### config.mk
export PLATFORM = sky130hd
export DESIGN_NAME = sra_top
export DESIGN_NICKNAME = d
export VERILOG_FILES = /design/src/rtl/sra_pkg.sv /design/src/rtl/sra_sync.sv /design/src/rtl/sra_frame.sv /design/src/rtl/sra_tx.sv /design/src/rtl/sra_busy.sv /design/src/rtl/sra_top.sv
export SDC_FILE = /design/constraint.sdc
export NUM_CORES = 1
export LEC_CHECK = 0
export BUFFER_PORTS_ARGS = -buffer_cell sky130_fd_sc_hd__buf_4
export CELL_PAD_IN_SITES_DETAIL_PLACEMENT = 2
export CELL_PAD_IN_SITES_GLOBAL_PLACEMENT = 2
export CORE_MARGIN = 2
export CORE_UTILIZATION = 25
export DETAILED_ROUTE_END_ITERATION = 8
export GPL_TIMING_DRIVEN = 0
export HOLD_SLACK_MARGIN = 0.05
export PLACE_DENSITY = 0.6
export SLEW_MARGIN = 20
export SYNTH_ARGS = -nofsm -noshare
export SYNTH_HDL_FRONTEND = slang
export SYNTH_SLANG_ARGS = --single-unit
export TNS_END_PERCENT = 30
### constraint.sdc
create_clock -name clk -period 2.4 [get_ports clk]
set_clock_uncertainty 0.05 [all_clocks]
set_input_delay 0.24 -clock clk [delete_from_list [all_inputs] [get_ports clk]]
set_output_delay 0.24 -clock clk [all_outputs]
set_load 0.03 [all_outputs]
### src/rtl/sra_pkg.sv
package sra_pkg;
  localparam int CMD_W       = 8;
  localparam int DEF_ADDR_W  = 8;
  localparam int DEF_DATA_W  = 16;
  localparam logic [CMD_W-1:0] CMD_WRITE = 8'h02;
  localparam logic [CMD_W-1:0] CMD_READ  = 8'h03;
endpackage

### src/rtl/sra_sync.sv
module sra_sync #(
  parameter int W      = 3,
  parameter int STAGES = 2,
  parameter logic [W-1:0] RST_VAL = '0
) (
  input  logic         clk,
  input  logic         rst_n,
  input  logic [W-1:0] din,
  output logic [W-1:0] lvl,
  output logic [W-1:0] rise,
  output logic [W-1:0] fall
);
  logic [W-1:0] stg [STAGES];
  logic [W-1:0] prev;

  generate
    for (genvar s = 0; s < STAGES; s++) begin : g_stage
      if (s == 0) begin : g_first
        always_ff @(posedge clk or negedge rst_n)
          if (!rst_n) stg[0] <= RST_VAL;
          else        stg[0] <= din;
      end else begin : g_next
        always_ff @(posedge clk or negedge rst_n)
          if (!rst_n) stg[s] <= RST_VAL;
          else        stg[s] <= stg[s-1];
      end
    end
  endgenerate

  always_ff @(posedge clk or negedge rst_n)
    if (!rst_n) prev <= RST_VAL;
    else        prev <= stg[STAGES-1];

  assign lvl  = stg[STAGES-1];
  assign rise = lvl & ~prev;
  assign fall = ~lvl & prev;
endmodule

### src/rtl/sra_frame.sv
module sra_frame
  import sra_pkg::*;
#(
  parameter int ADDR_W = DEF_ADDR_W,
  parameter int DATA_W = DEF_DATA_W
) (
  input  logic              clk,
  input  logic              rst_n,
  input  logic              cs_fall,
  input  logic              cs_lvl,
  input  logic              sck_rise,
  input  logic              mosi_lvl,
  output logic [CMD_W-1:0]  cmd_q,
  output logic [ADDR_W-1:0] addr_q,
  output logic [DATA_W-1:0] data_q,
  output logic              rd_load,
  output logic              wr_commit,
  output logic              shift_ok
);
  localparam int HDR_W   = CMD_W + ADDR_W;
  localparam int FRAME_W = HDR_W + DATA_W;
  localparam int CNT_W   = $clog2(FRAME_W + 1);

  logic [CNT_W-1:0]  cnt;
  logic              active;
  logic [DATA_W-2:0] sh;
  logic [DATA_W-1:0] nxt;

  assign nxt = {sh, mosi_lvl};

  always_ff @(posedge clk or negedge rst_n) begin
    if (!rst_n) begin
      cnt <= '0; active <= 1'b0; sh <= '0;
      cmd_q <= '0; addr_q <= '0; data_q <= '0;
      rd_load <= 1'b0; wr_commit <= 1'b0;
    end else begin
      rd_load   <= 1'b0;
      wr_commit <= 1'b0;
      if (cs_fall) begin
        cnt    <= '0;
        active <= 1'b1;
      end else if (cs_lvl) begin
        active <= 1'b0;
      end else if (active && sck_rise && cnt != CNT_W'(FRAME_W)) begin
        sh  <= nxt[DATA_W-2:0];
        cnt <= cnt + 1'b1;
        if (cnt == CNT_W'(CMD_W - 1)) cmd_q <= nxt[CMD_W-1:0];
        if (cnt == CNT_W'(HDR_W - 1)) begin
          addr_q  <= nxt[ADDR_W-1:0];
          rd_load <= (cmd_q == CMD_READ);
        end
        if (cnt == CNT_W'(FRAME_W - 1)) begin
          data_q    <= nxt;
          wr_commit <= (cmd_q == CMD_WRITE);
        end
      end
    end
  end

  assign shift_ok = active && !cs_lvl && (cnt > CNT_W'(HDR_W));

  AST_CNT_CLEAR: assert property (@(posedge clk) disable iff (!rst_n)
    cs_fall |=> cnt == '0);
  AST_CNT_SATURATE: assert property (@(posedge clk) disable iff (!rst_n)
    (cnt == CNT_W'(FRAME_W) && !cs_fall) |=> cnt == CNT_W'(FRAME_W));
endmodule

### src/rtl/sra_tx.sv
module sra_tx #(
  parameter int DATA_W = 16
) (
  input  logic              clk,
  input  logic              rst_n,
  input  logic              clear,
  input  logic              load,
  input  logic [DATA_W-1:0] load_data,
  input  logic              shift_en,
  output logic              bit_out
);
  logic [DATA_W-1:0] sh;

  always_ff @(posedge clk or negedge rst_n) begin
    if (!rst_n)        sh <= '0;
    else if (clear)    sh <= '0;
    else if (load)     sh <= load_data;
    else if (shift_en) sh <= {sh[DATA_W-2:0], 1'b0};
  end

  assign bit_out = sh[DATA_W-1];
endmodule

### src/rtl/sra_busy.sv
module sra_busy #(
  parameter int CYCLES = 12
) (
  input  logic clk,
  input  logic rst_n,
  input  logic start,
  output logic busy
);
  localparam int BW = $clog2(CYCLES + 1);
  logic [BW-1:0] cnt;

  always_ff @(posedge clk or negedge rst_n) begin
    if (!rst_n)          cnt <= '0;
    else if (start)      cnt <= BW'(CYCLES);
    else if (cnt != '0)  cnt <= cnt - 1'b1;
  end

  assign busy = (cnt != '0);

  AST_BUSY_COUNTDOWN: assert property (@(posedge clk) disable iff (!rst_n)
    (cnt != '0 && !start) |=> cnt == $past(cnt) - BW'(1));
endmodule

### src/rtl/sra_top.sv
module sra_top
  import sra_pkg::*;
#(
  parameter int ADDR_W      = DEF_ADDR_W,
  parameter int DATA_W      = DEF_DATA_W,
  parameter int SYNC_STAGES = 2,
  parameter int BUSY_CYCLES = 12
) (
  input  logic              clk,
  input  logic              rst_n,
  input  logic              cs_n,
  input  logic              sck,
  input  logic              mosi,
  output logic              miso,
  output logic              miso_oe,
  output logic              rd_en,
  output logic [ADDR_W-1:0] rd_addr,
  input  logic [DATA_W-1:0] rd_data,
  output logic              wr_valid,
  input  logic              wr_ready,
  output logic [ADDR_W-1:0] wr_addr,
  output logic [DATA_W-1:0] wr_data,
  input  logic              fifo_room,
  output logic              cmd_ready
);
  logic [2:0] s_lvl, s_rise, s_fall;
  logic [CMD_W-1:0]  cmd_q;
  logic [ADDR_W-1:0] addr_q;
  logic [DATA_W-1:0] data_q;
  logic rd_load, wr_commit, shift_ok, tx_bit, busy, wr_fire;
  logic unused_edges;

  sra_sync #(.W(3), .STAGES(SYNC_STAGES), .RST_VAL(3'b100)) u_sync (
    .clk(clk), .rst_n(rst_n), .din({cs_n, sck, mosi}),
    .lvl(s_lvl), .rise(s_rise), .fall(s_fall));

  assign unused_edges = ^{s_rise[2], s_rise[0], s_fall[0], s_lvl[1]};

  sra_frame #(.ADDR_W(ADDR_W), .DATA_W(DATA_W)) u_frame (
    .clk(clk), .rst_n(rst_n), .cs_fall(s_fall[2]), .cs_lvl(s_lvl[2]),
    .sck_rise(s_rise[1]), .mosi_lvl(s_lvl[0]),
    .cmd_q(cmd_q), .addr_q(addr_q), .data_q(data_q),
    .rd_load(rd_load), .wr_commit(wr_commit), .shift_ok(shift_ok));

  sra_tx #(.DATA_W(DATA_W)) u_tx (
    .clk(clk), .rst_n(rst_n), .clear(s_fall[2]), .load(rd_load),
    .load_data(rd_data), .shift_en(s_fall[1] && shift_ok), .bit_out(tx_bit));

  assign rd_en   = rd_load;
  assign rd_addr = addr_q;

  assign wr_fire = wr_valid && wr_ready;

  always_ff @(posedge clk or negedge rst_n) begin
    if (!rst_n) begin
      wr_valid <= 1'b0; wr_addr <= '0; wr_data <= '0;
    end else if (wr_commit && !wr_valid) begin
      wr_valid <= 1'b1; wr_addr <= addr_q; wr_data <= data_q;
    end else if (wr_fire) begin
      wr_valid <= 1'b0;
    end
  end

  sra_busy #(.CYCLES(BUSY_CYCLES)) u_busy (
    .clk(clk), .rst_n(rst_n), .start(wr_fire), .busy(busy));

  assign cmd_ready = fifo_room && !wr_valid && !busy;
  assign miso_oe   = !cs_n;
  assign miso      = miso_oe && tx_bit;

  AST_WR_HOLD: assert property (@(posedge clk) disable iff (!rst_n)
    (wr_valid && !wr_ready) |=> (wr_valid && $stable(wr_addr) && $stable(wr_data)));
  AST_WR_CMD: assert property (@(posedge clk) disable iff (!rst_n)
    $rose(wr_valid) |-> $past(cmd_q) == CMD_WRITE);
  AST_RD_CMD: assert property (@(posedge clk) disable iff (!rst_n)
    rd_en |-> cmd_q == CMD_READ);
  AST_RD_PULSE: assert property (@(posedge clk) disable iff (!rst_n)
    rd_en |=> !rd_en);
endmodule

==> results.md, run 1 <==
- Starting density of the core: 25.32%
- Max Cap Viol: 0
- Yosys Warn Count: 0
- Seq cells post-synth: 109
- Rel. slew slack: 60.80%
- Clock Latency Late Sink: 350 ps
- P_int: 2.730 mW
- First-pass GRT wire length: 18980 µm
- Syn nets: 372
- Largest net degree at the start of global routing: 66
- Status: completed
- HPWL Detailed: 7506 µm
- Crit-path max FO: 4
- Initial antenna violation count: 0
- Drc violations: 0
- Synth area leader: dfrtp_1
- Synth cell count leaders: dfrtp_1, mux2_2, mux2_4, o21ai_0
- Post-synth top flop: dfrtp_1
- CP Class: flip-flop to primary output
- DR pass1 iterations: 4
- Clock Tree Buf Depth: 2
- Die Span Y: 141.2 µm
- CTS clk-pin slew, worst paths: 70 ps
- Worst slew pin tran: 586.1 ps
- CP required: 2110 ps
- Gr usage total: 12.10%
- Drt first-iter violations: 113
- Post-DRT Antenna Nets: 0
- Max Used Layer: met4
- Core box area: 18580 µm²
- I/O Pins: 60
- Remaining Overflow, GRT: 0
- DIE AREA: 19930 µm²
- Top cell type's share of synthesized area: 56.38%
- Clock share of power: 42.7%
- Top post-synthesis cells by area: dfrtp_1, mux2_2, mux2_4, o31ai_1, nand4_1
- RD Place Congestion: 0.7409
- Comb power frac: 4.2%
- Setup violations, final: 0
- Switching share of power: 22.81%
- Vias in the first global route: 3507
- Clock Tree Root: clkbuf_16
- WL met3: 333 µm
- Leading cell type by number of instances after synthesis: dfrtp_1
- Total CTS buffers: 9
- Met2 WL: 5417 µm
- Sequential-to-total area share from yosys stat: 58.06%
- Arrival time worst endpoint: 1970 ps
- RSZ-0062 raised after global routing: no
- Post-Route WL: 11250 µm
- Layout area overhead: 23.62%
- Final Hold Viols: 0
- CTS tree: yes
- Min-Delay Path Class: input port to flip-flop
- Maximum clock frequency: 442.0 MHz
- CP startpoint kind: flip-flop
- Vias: 3105
- Input/output buffers: 59
- Mapped cell area: 4705 µm²
- Post-CTS Setup Bufs: 0
- Vias per inst: 4.712
- Synth unique cells: 50
- P per Cell Area: 608.2 nW/µm²
- LEAKAGE: 2.737 nW
- H-tree depth: 3
- Tcrit/Tclk final: 94.27%
- Crit path capture type: primary output
- Final Max Slew Viols: 0
- Cells after Synth: 345
- Worst hold slack: 108.6 ps
- Die span in x: 141.2 µm
- Ys async rst share: 100.0%
- Routed len/inst: 17.08 µm
- Std-Cell Rows: 50
- P_sw: 0.8069 mW
- CTS sink count: 109
- Post-Syn Area per Cell: 13.64 µm²
- Setup TNS: 0 ps
- Part of the power in registers: 53.0%
- WL met1: 5373 µm
- Share of cells above drive strength 1: 39.76%
- Peak supply drop: 0.3143 mV
- Min cycle time layout: 2263 ps
- Post-synth EDFFs: 0
- Fin nets: 448
- # diodes: 0
## path summary, 6_finish.rpt
check	startpoint	end	slack (ps)	cells past startpoint
max in group asynchronous	rst_n	u_busy.cnt[3]$_DFFE_PN0P_	1290	3
max	u_busy.cnt[0]$_DFFE_PN0P_	cmd_ready	140	5
max reg2reg	u_frame.cnt[1]$_DFFE_PN0P_	u_frame.data_q[8]$_DFFE_PN0P_	240	5
min in group asynchronous	rst_n	wr_addr[3]$_DFFE_PN0P_	340	2
min	rd_data[0]	u_tx.sh[0]$_DFFE_PN0P_	110	3
min reg2reg	u_sync.stg[3]$_DFF_PN0_	u_sync.lvl[0]$_DFF_PN0_	310	0
## layout make-up
type	instances	area, µm²
Fill cell	1949	12760
Sequential cell	109	2731
Multi-Input combinational cell	202	1798
Timing Repair Buffer	65	524.3
Tap cell	234	292.8
Clock buffer	9	225.2
Buffer	24	137.6
Clock inverter	6	68.82
Inverter	10	37.54
## per-stage QoR
step	cells	area [µm²]	power, mW	util [%]	worst slack [ps]
final	659	5816	3.537	31.30	137.4
after global routing	659	5816	3.704	31.30	13.69
after CTS	659	5816	3.616	31.30	98.11
after detailed placement	639	5472	2.059	29.45	223.9
after global placement	638	5440	2.050	29.28	269.4
after floorplan	345	4705	1.958	-	241.2
## metal layers
metal	vias to the layer above	global-route usage (%)
met5	-	0
met4	0	3.789
met3	8	2.446
met2	49	19.65
met1	1621	16.29
li1	1427	-
## layout by cell type, fill, tap and decap left out, drive strengths merged, types with 3 or more instances in the layout
cell type / n
dfrtp: 106
buf: 71
mux2: 71
clkbuf: 22
o21ai: 18
nand4: 16
o31ai: 16
a31oi: 15
inv: 13
nor2: 7
nand3: 6
nand2: 5
dlygate4sd3: 5
ha: 4
nor2b: 3
nor4: 3
a21oi: 3
dfstp: 3
and4bb: 3
## registers in the layout, summed over array words and instances, names as in the netlist, 3 cells and up
signal	flops
u_frame.cmd_q	8
wr_addr	8
u_sync.stg	3
wr_data	16
u_frame.sh	15
u_frame.data_q	16
u_frame.cnt	6
u_busy.cnt	4
u_sync.lvl	3
u_tx.sh	16
u_frame.addr_q	8
## kinds of logic after synthesis
logic type | synth area share [%]
AOI/OAI and AO/OA | 9.043
xor gates and xnor gates | 0.1862
adders and majority gates | 1.064
buffers and inverters | 3.723
DFF | 58.06
muxes | 18.43
and+or+nand+nor | 9.495
## power by group through the flow
stage	clock, mW	combinational (mW)	sequential, mW
after floorplan	0	0.0544	1.90
after global placement	0	0.138	1.91
after detailed placement	0	0.147	1.91
after CTS	1.59	0.155	1.88
after global routing	1.66	0.169	1.88
final	1.51	0.150	1.88
## what timing repair did
action / CTS / global route
hold buffers: 5 / 0
hold endpoints to repair: 46 / 0
resized for setup: 0 / 0
## worst max-delay path: stages, from the launching register on
cell     delay [ps]
dfrtp_1         400
inv_1           100
ha_1            200
or3b_2          520
nor3b_1         220
buf_4           190
(Power assumes the default switching activity.)
==> run 2: changes to the inputs <==
--- a/config.mk
+++ b/config.mk
@@ -9,11 +9,11 @@
 export CELL_PAD_IN_SITES_DETAIL_PLACEMENT = 2
 export CELL_PAD_IN_SITES_GLOBAL_PLACEMENT = 2
 export CORE_MARGIN = 2
-export CORE_UTILIZATION = 25
+export CORE_UTILIZATION = 40
 export DETAILED_ROUTE_END_ITERATION = 8
 export GPL_TIMING_DRIVEN = 0
 export HOLD_SLACK_MARGIN = 0.05
-export PLACE_DENSITY = 0.6
+export PLACE_DENSITY = 0.85
 export SLEW_MARGIN = 20
 export SYNTH_ARGS = -nofsm -noshare
 export SYNTH_HDL_FRONTEND = slang
==> run 2 against run 1 <==
  * Total power down 1.3%
  * Sequential power about the same
  * Largest power group unchanged
  * Highest routed layer unchanged
  * Sequential share of layout area up 1.2 points
  * Critical path type unchanged
==> results.md, run 2 (same netlist as run 1, synthesis figures left out) <==
- Tcrit/Tclk final: 93.97% (-0.30 points)
- Share of cells above drive strength 1: 38.82% (-0.94 points)
- Clock Tree Root: clkbuf_16
- Die span in x: 112.5 µm (-20%)
- Final Max Slew Viols: 0 (unchanged)
- Rel. slew slack: 33.82% (-27 points)
- LEAKAGE: 2.721 nW (-0.61%)
- Worst slew pin tran: 992.6 ps (+406.6 ps)
- CTS sink count: 109 (unchanged)
- CTS clk-pin slew, worst paths: 70 ps (about the same)
- Post-DRT Antenna Nets: 0 (unchanged)
- # diodes: 0 (unchanged)
- Drt first-iter violations: 120 (+6.2%)
- CTS tree: yes
- Max Cap Viol: 0 (unchanged)
- Status: completed
- Clock Latency Late Sink: 350 ps (about the same)
- Std-Cell Rows: 39 (-22%)
- Setup violations, final: 0 (unchanged)
- Worst hold slack: 99.05 ps (-9.592 ps)
- Dpl ws: 229.5 ps (+5.607 ps)
- Setup TNS: 0 ps (unchanged)
- P per Cell Area: 616.2 nW/µm² (+1.3%)
- Fin nets: 447 (-0.22%)
- CP required: 2110 ps (about the same)
- I/O Pins: 60 (unchanged)
- Crit path capture type: primary output
- Min cycle time layout: 2255 ps (-7.192 ps)
- DIE AREA: 12650 µm² (-37%)
- Post-Route WL: 12100 µm (+7.5%)
- Die Span Y: 112.5 µm (-20%)
- Input/output buffers: 59 (unchanged)
- RD Place Congestion: 0.7707 (+4.0%)
- CP Class: flip-flop to primary output
- Crit-path max FO: 4 (unchanged)
- Total CTS buffers: 9 (unchanged)
- Min-Delay Path Class: input port to flip-flop
- First-pass GRT wire length: 19830 µm (+4.5%)
- Setup ws final: 144.6 ps (+7.192 ps)
- Vias in the first global route: 3589 (+2.3%)
- Starting density of the core: 41.03% (+16 points)
- Post-CTS Setup Bufs: 0 (unchanged)
- Design Power: 3.493 mW (-1.3%)
- Most common cell after layout, fill and taps aside: dfrtp_1
- CP startpoint kind: flip-flop
- Layout area overhead: 20.48%
- RSZ-0062 raised after global routing: no
- Initial antenna violation count: 0 (unchanged)
- Largest net degree at the start of global routing: 110 (+67%)
- Arrival time worst endpoint: 1970 ps (about the same)
- Routed len/inst: 21.30 µm (+25%)
- HPWL Detailed: 8198 µm (+9.2%)
- Clock Tree Buf Depth: 2 (unchanged)
- Vias: 3145 (+1.3%)
- H-tree depth: 3 (unchanged)
- Core box area: 11470 µm² (-38%)
- DR pass1 iterations: 4 (unchanged)
- Final Hold Viols: 0 (unchanged)
- Vias per inst: 5.537 (+18%)
- Gr usage total: 20.48% (+8.4 points)
- Commonest non-fill, non-tap cells in the layout: dfrtp_1, buf_4, mux2_2
- Maximum clock frequency: 443.4 MHz (+0.32%)
- Filler cells: 1124 (-42%)
- Top Registers: u_frame.data_q: 16 flops, u_tx.sh: 16 flops, wr_data: 16 flops
- Remaining Overflow, GRT: 0 (unchanged)
- Drc violations: 0 (unchanged)
- Util after Layout: 49.43% (+18 points)
- Peak supply drop: 0.5353 mV (+70%)
## run 2: per-stage QoR
step	cells	area, µm²
after floorplan	345	4705
after global routing	568	5668
after CTS	568	5663
after global placement	547	5326
final	568	5668
after detailed placement	547	5330
## run 2: worst max-delay path: stages (launching register included)
cell and delay, ps:
dfrtp_1 420, inv_1 100, ha_1 210, or3b_2 530, nor3b_2 180, buf_4 180
## run 2: repair_timing
action                                 4_1_cts  5_1_grt
setup endpoints to repair                    0        1
hold buffers                                 5        0
resized for setup                            0        1
endpoints found under the hold margin      110        0
## run 2: report_power, final
group          total, mW  internal (mW)  switching [mW]  leakage [nW]
Combinational      0.145         0.0572          0.0876          1.09
Clock               1.47          0.815           0.656         0.135
Sequential          1.88           1.86          0.0212          1.50
## run 2: area by class of cell
cell class                      count  area (µm²)  share of cell area [%]
Buffer                             24       137.6                   2.428
Clock inverter                      2       38.79                  0.6843
Multi-Input combinational cell    202        1803                   31.81
Inverter                           10       37.54                  0.6623
Sequential cell                   109        2731                   48.19
Clock buffer                       14       244.0                   4.305
Timing Repair Buffer               64       496.7                   8.764
Tap cell                          143       178.9                   3.157
## run 2: final timing paths
| check | end | startpoint | slack [ps] | depth (start not counted) |
|---|---|---|---|---|
| setup / recovery | cmd_ready | u_busy.cnt[0]$_DFFE_PN0P_ | 140 | 5 |
| hold / removal | u_tx.sh[0]$_DFFE_PN0P_ | rd_data[0] | 100 | 3 |
| setup reg to reg | u_frame.data_q[8]$_DFFE_PN0P_ | u_frame.cnt[1]$_DFFE_PN0P_ | 230 | 5 |
| hold reg to reg | u_sync.lvl[0]$_DFF_PN0_ | u_sync.stg[3]$_DFF_PN0_ | 300 | 0 |
| max in group asynchronous | u_frame.data_q[14]$_DFFE_PN0P_ | rst_n | 1090 | 2 |
| min in group asynchronous | u_tx.sh[4]$_DFFE_PN0P_ | rst_n | 530 | 2 |
## run 2: metal layers
metal  vias to the layer above  part of all wire, %  GRT usage (%)
met5                         -                    0              0
met4                         0                  1.1          5.366
met3                         9                  2.8          4.968
met2                        47                   55          36.87
met1                      1672                   41          24.63
li1                       1417                    -              -
==> run 3: changes to the inputs <==
--- a/config.mk
+++ b/config.mk
@@ -5,11 +5,12 @@
 export SDC_FILE = /design/constraint.sdc
 export NUM_CORES = 1
 export LEC_CHECK = 0
+export ABC_AREA = 1
 export BUFFER_PORTS_ARGS = -buffer_cell sky130_fd_sc_hd__buf_4
 export CELL_PAD_IN_SITES_DETAIL_PLACEMENT = 2
 export CELL_PAD_IN_SITES_GLOBAL_PLACEMENT = 2
 export CORE_MARGIN = 2
-export CORE_UTILIZATION = 40
+export CORE_UTILIZATION = 36
 export DETAILED_ROUTE_END_ITERATION = 8
 export GPL_TIMING_DRIVEN = 0
 export HOLD_SLACK_MARGIN = 0.05
==> run 3 against run 2 <==
  * Sequential share of layout area fell by 1.7 points
  * Wire length rose by 10%
  * Utilization fell by 4.7 points
  * Critical path depth did not move
  * Register-to-register slack improved by 400 ps
  * Combinational power rose to 2.6 times the previous value
  * Die area rose by 13%
  * Sequential power rose by 3%
  * Largest cell class unchanged
==> results.md, run 3 <==
- Status: completed
- Sequential-to-total area share from yosys stat: 56.66% (-1.4 points)
- Input/output buffers: 59 (unchanged)
- XOR/XNOR Fraction of Synth Area: 0.3634% (+0.18 points)
- Synth area leader: dfrtp_1
- Switching share of power: 25.54% (+3.6 points)
- H-tree depth: 3 (unchanged)
- Clock share of power: 40.1% (-2.0 points)
- Post-Syn Area per Cell: 9.565 µm² (-30%)
- CP startpoint kind: flip-flop
- Post-synth EDFFs: 0 (unchanged)
- Mux contribution to synthesized area: 5.606% (-13 points)
- # diodes: 0 (unchanged)
- Mapped cell area: 4821 µm² (+2.5%)
- Worst slew pin tran: 503.0 ps (-489.7 ps)
- Total CTS buffers: 9 (unchanged)
- DIE AREA: 14330 µm² (+13%)
- Max Cap Viol: 0 (unchanged)
- Share of cells above drive strength 1: 24.44% (-14 points)
- Maximum clock frequency: 544.0 MHz (+23%)
- Ys async rst share: 100.0% (unchanged)
- Layout area overhead: 21.88%
- Peak supply drop: 0.3022 mV (-44%)
- CTS tree: yes
- Vias in the first global route: 4268 (+19%)
- Worst hold slack: 86.81 ps (-12.25 ps)
- Top post-synthesis cells by area: dfrtp_1, nand2_1, mux2_2, nand4_1, nand3_1
- RD Place Congestion: 0.8062 (+4.6%)
- Synth Area in Adders: 1.038% (-0.026 points)
- Fin nets: 607 (+36%)
- Largest net degree at the start of global routing: 110 (unchanged)
- Most common cell after layout, fill and taps aside: nand2_1
- Crit path capture type: primary output
- Final Max Slew Viols: 0 (unchanged)
- Top cell type's share of synthesized area: 55.02% (-1.4 points)
- Part of the power in registers: 50.2% (-3.5 points)
- Synth Area in Compound Gates: 2.154% (-6.9 points)
- Drt first-iter violations: 134 (+12%)
- Largest family of logic cells by synthesized area: simple AND/OR/NAND/NOR gates
- Synth cell count leaders: nand2_1, dfrtp_1, nand4_1
- Tcrit/Tclk final: 76.60% (-17 points)
- CTS clk-pin slew, worst paths: 70 ps (about the same)
- Gr usage total: 19.93% (-0.55 points)
- CP max stage cell: dfrtp_1
- Final Hold Viols: 0 (unchanged)
- First-pass GRT wire length: 22470 µm (+13%)
- Clock Tree Buf Depth: 2 (unchanged)
- CP Class: flip-flop to primary output
- Buf/Inv on CP: 2 (unchanged)
- Synth unique cells: 33 (-34%)
- Seq cells post-synth: 109 (unchanged)
- Filler cells: 1441 (+28%)
- Remaining Overflow, GRT: 0 (unchanged)
- Yosys Warn Count: 0 (unchanged)
- Post-DRT Antenna Nets: 0 (unchanged)
- LEAKAGE: 3.122 nW (+15%)
- Post-Route WL: 13320 µm (+10%)
- Leading cell type by number of instances after synthesis: nand2_1
- Commonest non-fill, non-tap cells in the layout: nand2_1, dfrtp_1, buf_4
- P_sw: 0.9903 mW (+29%)
- CP required: 2110 ps (about the same)
- Placed cell count: 739 (+35%)
- Top Registers: u_frame.data_q: 16 flops, u_tx.sh: 16 flops, wr_data: 16 flops
- Vias: 3852 (+22%)
- Vias per inst: 5.062 (-8.6%)
- Drc violations: 0 (unchanged)
- Crit-path max FO: 5 (+1)
- Syn nets: 531 (+43%)
- Final Instance Count excl. Fillers: 761 (+34%)
- Min cycle time layout: 1838 ps (-417.0 ps)
- Arrival time worst endpoint: 1550 ps (-420 ps)
- Cells after Synth: 504 (+46%)
- RSZ-0062 raised after global routing: no
- Post-synthesis simple-gate area fraction: 30.08% (+21 points)
- Post-CTS Setup Bufs: 0 (unchanged)
- CP max stage delay: 370 ps (-160 ps)
- Die Span Y: 119.7 µm (+6.5%)
- Rel. slew slack: 66.47% (+33 points)
- Routed len/inst: 17.50 µm (-18%)
- P_int: 2.887 mW (+5.8%)
- Starting density of the core: 36.70% (-4.3 points)
- Clock Tree Root: clkbuf_16
- CP delay by family, top: flip-flops
- Post-synth top flop: dfrtp_1
- Setup violations, final: 0 (unchanged)
- DR pass1 iterations: 4 (unchanged)
- Core box area: 13140 µm² (+15%)
- P per Cell Area: 659.8 nW/µm² (+7.1%)
- Die span in x: 119.7 µm (+6.5%)
- I/O Pins: 60 (unchanged)
- HPWL Detailed: 9483 µm (+16%)
- CTS sink count: 109 (unchanged)
- CP Cell Sequence: inv_1, ha_1, nand3_1, nor2_1, buf_4
- Setup TNS: 0 ps (unchanged)
- Std-Cell Rows: 42 (+7.7%)
- Comb power frac: 9.7% (+5.6 points)
- Initial antenna violation count: 0 (unchanged)
- Min-Delay Path Class: input port to flip-flop
- Clock Latency Late Sink: 360 ps (about the same)
## run 3: cells by family after synthesis
kind of cell / count (synthesis)
simple gates: 303
xor+xnor: 2
mux: 24
buf+inv: 42
compound gates: 20
flops: 109
fa+ha+maj: 4
## run 3: worst min-delay path: cells and delay by family
| kind | cells | cell delay, ps |
|---|---|---|
| buffers and inverters | 1 | 80 |
| AND/OR/NAND/NOR | 2 | 130 |
## run 3: worst paths after layout
kind	from	end	slack [ps]	cells past startpoint
setup / recovery	u_busy.cnt[0]$_DFFE_PN0P_	cmd_ready	560	5
hold / removal	rd_data[0]	u_tx.sh[0]$_DFFE_PN0P_	90	3
setup reg to reg	u_sync.lvl[2]$_DFF_PN1_	u_tx.sh[15]$_DFFE_PN0P_	630	5
hold reg to reg	u_sync.stg[4]$_DFF_PN0_	u_sync.lvl[1]$_DFF_PN0_	300	0
max in group asynchronous	rst_n	u_sync.prev[2]$_DFF_PN1_	1290	3
min in group asynchronous	rst_n	u_busy.cnt[3]$_DFFE_PN0P_	320	2
## run 3: layer usage
layer,vias up,global-route usage [%],wire length (µm)
li1,1806,-,-
met1,1972,24.20,5561
met2,58,35.93,7166
met3,16,3.565,411
met4,0,6.103,180
met5,-,0,0
## run 3: metrics by stage
stage / utilization [%] / total power [mW] / worst slack (ps) / area [µm²]
2_1_floorplan: - / 2.184 / 858.0 / 4821
3_5_place_dp: 41.77 / 2.344 / 597.8 / 5488
6_report: 44.72 / 3.877 / 561.6 / 5876
3_3_place_gp: 41.74 / 2.302 / 695.5 / 5484
5_1_grt: 44.72 / 4.052 / 426.7 / 5876
4_1_cts: 44.51 / 3.931 / 543.8 / 5848
## run 3: power groups by stage
stage / Combinational, mW / Sequential, mW / Clock [mW]
2_1_floorplan: 0.222 / 1.96 / 0
3_3_place_gp: 0.329 / 1.97 / 0
3_5_place_dp: 0.364 / 1.98 / 0
4_1_cts: 0.378 / 1.94 / 1.61
5_1_grt: 0.436 / 1.95 / 1.66
6_report: 0.376 / 1.94 / 1.56
## run 3: final cells by class
type	instances	area (µm²)	area share (%)
buffer	20	115.1	1.959
clock buffer	11	242.7	4.131
clock inverter	5	67.56	1.150
inverter	22	82.58	1.405
multi-input combinational	353	1892	32.20
sequential	109	2731	46.49
tap	176	220.2	3.748
timing repair buffer	65	524.3	8.922
## run 3: timing repair
action                    4_1_cts  5_1_grt
hold endpoints to repair      110        0
resized for setup               0        0
hold buffers                    5        0
